<file path="src/rtl/xbar_cfg_pkg.sv">
package xbar_cfg_pkg;
  localparam int BYTE_W    = 8;
  localparam int NUM_PORTS = 4;
  localparam int NUM_IN    = 4;
  localparam int SW_W      = NUM_IN + 1;        // inputs plus shunt
  localparam int SEL_W     = NUM_PORTS + 2;     // ports, aux, mode
  localparam int SEL_AUX   = NUM_PORTS;
  localparam int SEL_MODE  = NUM_PORTS + 1;
  localparam int AUX_W     = 4;
  localparam int MODE_W    = 2 * NUM_PORTS;

  // Bit index of a switch closure in the flat closure vector
  function automatic int sw_bit(input int port, input int inp);
    return port * NUM_IN + inp;
  endfunction
endpackage

</file>
<file path="src/rtl/xbar_cmd_decode.sv">
module xbar_cmd_decode
  import xbar_cfg_pkg::*;
(
  input  logic              clk,
  input  logic              rst_n,
  input  logic              wr_stb,
  input  logic [BYTE_W-1:0] cmd,
  output logic [SEL_W-1:0]  wr_hit
);
  always_comb begin
    wr_hit = '0;
    if (wr_stb) wr_hit = cmd[SEL_W-1:0];
  end

  AST_NO_STROBE_NO_HIT: assert property (@(posedge clk) disable iff (!rst_n)
    !wr_stb |-> wr_hit == '0);
  AST_HIGH_CMD_IGNORED: assert property (@(posedge clk) disable iff (!rst_n)
    (wr_stb && cmd[SEL_W-1:0] == '0 && cmd[BYTE_W-1:SEL_W] != '0) |-> wr_hit == '0);
endmodule

</file>
<file path="src/rtl/xbar_cfg_reg.sv">
module xbar_cfg_reg #(
  parameter int W = 8
) (
  input  logic         clk,
  input  logic         rst_n,
  input  logic         load,
  input  logic [W-1:0] din,
  output logic [W-1:0] q
);
  always_ff @(posedge clk or negedge rst_n) begin
    if (!rst_n)    q <= '0;
    else if (load) q <= din;
  end

  AST_LOAD_TAKES_DATA: assert property (@(posedge clk) disable iff (!rst_n)
    load |=> q == $past(din));
  AST_UNSEL_HOLDS: assert property (@(posedge clk) disable iff (!rst_n)
    !load |=> $stable(q));
endmodule

</file>
<file path="src/rtl/xbar_cfg_bank.sv">
module xbar_cfg_bank
  import xbar_cfg_pkg::*;
(
  input  logic                        clk,
  input  logic                        rst_n,
  input  logic                        wr_stb,
  input  logic [BYTE_W-1:0]           cmd,
  input  logic [BYTE_W-1:0]           data,
  output logic [NUM_PORTS*NUM_IN-1:0] sw_close,
  output logic [NUM_PORTS-1:0]        sw_shunt,
  output logic [AUX_W-1:0]            aux_q,
  output logic [NUM_PORTS-1:0]        bias_en,
  output logic [NUM_PORTS-1:0]        click_en
);
  logic [SEL_W-1:0]  wr_hit;
  logic [AUX_W-1:0]  aux_r;
  logic [MODE_W-1:0] mode_r;

  xbar_cmd_decode u_dec (
    .clk(clk), .rst_n(rst_n), .wr_stb(wr_stb), .cmd(cmd), .wr_hit(wr_hit)
  );

  for (genvar p = 0; p < NUM_PORTS; p++) begin : g_port
    logic [SW_W-1:0] sw_r;
    xbar_cfg_reg #(.W(SW_W)) u_sw (
      .clk(clk), .rst_n(rst_n), .load(wr_hit[p]),
      .din(data[SW_W-1:0]), .q(sw_r)
    );
    assign sw_close[p*NUM_IN +: NUM_IN] = sw_r[NUM_IN-1:0];
    assign sw_shunt[p]                  = sw_r[NUM_IN];
  end

  xbar_cfg_reg #(.W(AUX_W)) u_aux (
    .clk(clk), .rst_n(rst_n), .load(wr_hit[SEL_AUX]),
    .din(data[AUX_W-1:0]), .q(aux_r)
  );
  xbar_cfg_reg #(.W(MODE_W)) u_mode (
    .clk(clk), .rst_n(rst_n), .load(wr_hit[SEL_MODE]),
    .din(data[MODE_W-1:0]), .q(mode_r)
  );

  assign aux_q    = aux_r;
  assign bias_en  = mode_r[NUM_PORTS-1:0];
  assign click_en = mode_r[MODE_W-1:NUM_PORTS];

  AST_SHARED_LOAD: assert property (@(posedge clk) disable iff (!rst_n)
    (wr_stb && cmd[0] && cmd[2]) |=> (sw_close[NUM_IN-1:0] == sw_close[2*NUM_IN +: NUM_IN]
                                      && sw_shunt[0] == sw_shunt[2]));
  AST_SW_IGNORES_HIGH: assert property (@(posedge clk) disable iff (!rst_n)
    (wr_stb && cmd[1]) |=> (sw_shunt[1] == $past(data[NUM_IN])
                            && sw_close[NUM_IN +: NUM_IN] == $past(data[NUM_IN-1:0])));
  AST_MODE_SPLIT: assert property (@(posedge clk) disable iff (!rst_n)
    (wr_stb && cmd[SEL_MODE]) |=> {click_en, bias_en} == $past(data));
endmodule

</file>
<file path="config.mk">
export PLATFORM = sky130hd
export DESIGN_NAME = xbar_cfg_bank
export DESIGN_NICKNAME = d
export VERILOG_FILES = /design/src/rtl/xbar_cfg_pkg.sv /design/src/rtl/xbar_cmd_decode.sv /design/src/rtl/xbar_cfg_reg.sv /design/src/rtl/xbar_cfg_bank.sv
export SDC_FILE = /design/constraint.sdc
export NUM_CORES = 1
export LEC_CHECK = 0
export BUFFER_PORTS_ARGS = -buffer_cell sky130_fd_sc_hd__buf_2
export CELL_PAD_IN_SITES_DETAIL_PLACEMENT = 1
export CELL_PAD_IN_SITES_GLOBAL_PLACEMENT = 1
export CORE_MARGIN = 8
export CORE_UTILIZATION = 39
export CTS_CLUSTER_SIZE = 25
export DETAILED_ROUTE_END_ITERATION = 8
export PLACE_DENSITY_LB_ADDON = 0.1
export SETUP_SLACK_MARGIN = 0.3
export SLEW_MARGIN = 20
export SYNTH_ARGS = -nofsm -noshare
export SYNTH_HDL_FRONTEND = slang
export SYNTH_SLANG_ARGS = --single-unit
</file>
<file path="constraint.sdc">
create_clock -name clk -period 1.43 [get_ports clk]
set_input_delay 0.2145 -clock clk [delete_from_list [all_inputs] [get_ports clk]]
set_output_delay 0.2145 -clock clk [all_outputs]
set_load 0.01 [all_outputs]
</file>
* Yosys cells after proc, flatten, opt, wreduce, memory -nomap -nowiden
Cells that the tools add are included.
Word-level totals: register bits after elaboration 32, latch bits 0, RAM bits 0, bits in read-only memories 0, input port bits 19, output and inout bits 32, memories kept 0
Operators by class: $add $sub $neg 0, $mul 0, div/mod/pow operators 0, magnitude comparators 0, equal/unequal tests 0, shift operators 0, multiplexer cells 1, bitwise logic cells 0, reductions and logical operators 0
Operators with widths (count):
- $mux 6 | 1

* Logic depth before layout (Yosys ltp)
depth in word-level cells 1, depth in mapped cells 2, gate-level depth less buffers 2

* Modules after synthesis
A second synthesis with hierarchy kept.
Unflattened totals: cells, all modules 71, area total of the unflattened synthesis 1239.9 sq um
By module, submodules not included:
- xbar_cfg_reg at g_port[0].u_sw ... | instances 4, cells an instance 10, area each 181.4 sq um, seq. area each 125.1 sq um
- xbar_cfg_reg at u_mode | instances 1, cells an instance 17, area each 331.6 sq um, seq. area each 200.2 sq um
- xbar_cfg_reg at u_aux | instances 1, cells an instance 8, area each 145.1 sq um, seq. area each 100.1 sq um
- xbar_cmd_decode | instances 1, cells an instance 6, area each 37.5 sq um, seq. area each 0.0 sq um

* Worst setup path before layout
OpenSTA, ideal clock, no wires.
path kind input port to flip-flop, start point input cmd[0], end point register g_port[0].u_sw.q[0], library setup time 125 ps, arrival 687 ps, slack 618 ps, cell stages on the path 2, path buffers 0, cell sequence nand2_1 > mux2_2
On the way: cells in the longest elaborated chain, start to end 1
RTL lines:
- from (decl) | RTL line xbar_cfg_bank.sv:7 | input logic [BYTE_W-1:0] cmd,
- $mux 6 | RTL line xbar_cmd_decode.sv:12 | if (wr_stb) wr_hit = cmd[SEL_W-1:0];
- to (signal assigned) | RTL line xbar_cfg_reg.sv:12 | else if (load) q <= din;
- to (decl) | RTL line xbar_cfg_reg.sv:8 | output logic [W-1:0] q
Every way passes these cells. A chain may end at the register's enable or synchronous reset.

* Worst setup path after layout
start point register g_port[3].u_sw.q[3], end point output sw_close[15]
RTL lines:
- from (decl) | RTL line xbar_cfg_reg.sv:8
- from (signal assigned) | RTL line xbar_cfg_reg.sv:12
- to (decl) | RTL line xbar_cfg_bank.sv:9 | output logic [NUM_PORTS*NUM_IN-1:0] sw_close,
No word-level cell between the ends.

==> reports/results.ini <==
[placed_design]
portBuffers=48
place_hpwl_um=2021
gp_congestion=0.6495

[floorplanning]
initial_core_util_pct=39.83
ioPinCount=51
die_area_um2=5062
rows=20
die_x_um=71.15
die_height_um=71.15
core_um2=2978

[timing]
min_period_over_period_pct=74.83
rsz0062_at_grt=no
setup_viol=0
hold_viol=0
slew_headroom_pct=52.28
fin_skew_ps=0
timing.fmax_mhz=934.6
tightest_slew_ps=715.8
layout_min_cycle_time_ps=1070
fin_hold_ws_ps=121.2
fin_tns_setup_ps=0
drv_slew=0

[pwr]
p_sw_uw=557.2
pwr-share-clk_pct=25.8
combPwrFrac_pct=20.8
power_density_nw_per_um2=1327
netSwitchingFraction_pct=27.18
p_leak_uw=0.0007563
seq_power_share_pct=53.4
internal_power_uw=1493
ir_worst_vdd_mv=0.6815

[clocking]
root_buffer=clkbuf_4
worstSkewPairLatency_ps=320
clock_sinks=32
h-tree-depth=2
clk_pin_slew_ps=100
cts_setup_buffers=0
cts_tree=yes
cts_made_buffers=5
cts_buffer_depth=2

[synthesis]
synth_seq_cells=32
synth_edf_count=0
synthTopCellsByArea=dfrtp_1 68%, mux2_2 30%, nand2_1 1.6%
yosysWarnings=0
ys_seq_area_share_pct=67.51
ys_top_cells_by_count=32 x dfrtp_1, 32 x mux2_2, 5 x nand2_1
syn_nets=89
async_flop_share_pct=100.0
yosysUniqueCellTypes=4
synthCells=70
yosys.area.top_type=dfrtp_1
avgSynthCellArea_um2=16.94
syn_area_um2=1186
synth_flop_cell=dfrtp_1
synth_top_cell_area_share_pct=67.51

[global_routing]
grt_pass1_vias=890
grtUsageTotal_pct=11.35
gr-total-overflow=0
antenna_found_initial=0
grt_max_degree=33
grt_pass1_wl_um=4471

[worst_setup_path]
critPathCaptureType=output pin
cpPeakStageDelay_ps=390
path_buf_inv=1
path_cells=buf_2
cpMaxStageDelayCell=dfrtp_1
path_max_fanout=2
start_kind=register
crit_family=flip-flops
path_class=reg2out
critPathArrivalTime_ps=860
required_ps=1220

[final_layout]
area_growth_pct=30.27
drive_gt1_share_pct=70.08
diodes=0
nets=145

[drt]
wl_um=2589
vias_per_cell=4.875
first_iter_violations=42
first_pass_iters=2
via_count=780
drc=0
ant_nets=0
wl_per_cell_um=16.18

[flow_run]
cap_viol_max_count=0

[worst_hold_path]
holdCritPathClass=in2reg

[outcome]
status=finished clean

[kinds of logic (layout without fill, tap and decap cells)]
| logic type | after synthesis | after routing | share of synthesized area (%) |
|---|---|---|---|
| buf+inv | 0 | 57 | 0 |
| simple gates | 6 | 6 | 2.110 |
| mux | 32 | 32 | 30.38 |
| flops | 32 | 32 | 67.51 |
[state kept, by name (all words and copies together), names as in the netlist]
| signal | count |
|---|---|
| g_port.u_sw.q | 20 |
| u_aux.q | 4 |
| u_mode.q | 8 |
[timing repair]
action                                 4_1_cts  5_1_grt
setup endpoints to repair                    0        1
gates resized for setup                      0        1
hold buffers                                 1        0
endpoints found under the hold margin       32        0
[power groups by stage]
stage | registers, uW | clock network, uW | logic [uW]
after CTS | 1100 | 557 | 436
final | 1100 | 528 | 426
after detailed placement | 1120 | 0 | 434
after global routing | 1120 | 600 | 469
after floorplan | 1180 | 0 | 143
after global placement | 1110 | 0 | 426
[cell usage in the layout, fill, tap and decap left out]
master	instances
buf_2	47
mux2_2	32
dfrtp_1	32
nand2_1	5
clkbuf_4	5
clkinv_2	2
nand2_2	1
clkbuf_8	1
dlygate4sd3_1	1
buf_6	1
[area by class of cell]
class                      instances  area, um^2
tap                               33       41.29
clock inverter                     2       10.01
timing repair buffer              49       256.5
multi-input combinational         38       385.4
clock buffer                       6       51.30
fill                             317        1433
sequential                        32       800.8
[worst paths after layout]
kind | end | slack [ps] | startpoint | cells past startpoint
hold / removal | u_mode.q[5] | 120 | data[5] | 2
hold reg to reg | g_port[2].u_sw.q[1] | 500 | g_port[2].u_sw.q[1] | 1
min in group asynchronous | u_aux.q[2] | 470 | rst_n | 2
setup reg to reg | g_port[3].u_sw.q[3] | 660 | g_port[3].u_sw.q[3] | 1
max in group asynchronous | g_port[3].u_sw.q[1] | 500 | rst_n | 2
setup / recovery | sw_close[15] | 360 | g_port[3].u_sw.q[3] | 1
[per-stage QoR]
step	utilization, %	instance area [um^2]	cells	setup WS [ps]	total power [uW]
6_report	51.89	1545	160	360.0	2050
5_1_grt	51.89	1545	160	300.1	2186
4_1_cts	51.68	1539	160	327.2	2092
3_5_place_dp	49.29	1468	151	357.8	1550
3_3_place_gp	49.29	1468	151	367.6	1534
2_1_floorplan	-	1186	70	617.9	1326
[per-layer routing]
layer / wire length (um) / GRT usage (%)
met3: 272 / 6.356
met1: 993 / 11.79
met5: 0 / 0
met4: 40 / 6.236
met2: 1282 / 17.76
(Power assumes the default switching activity.)
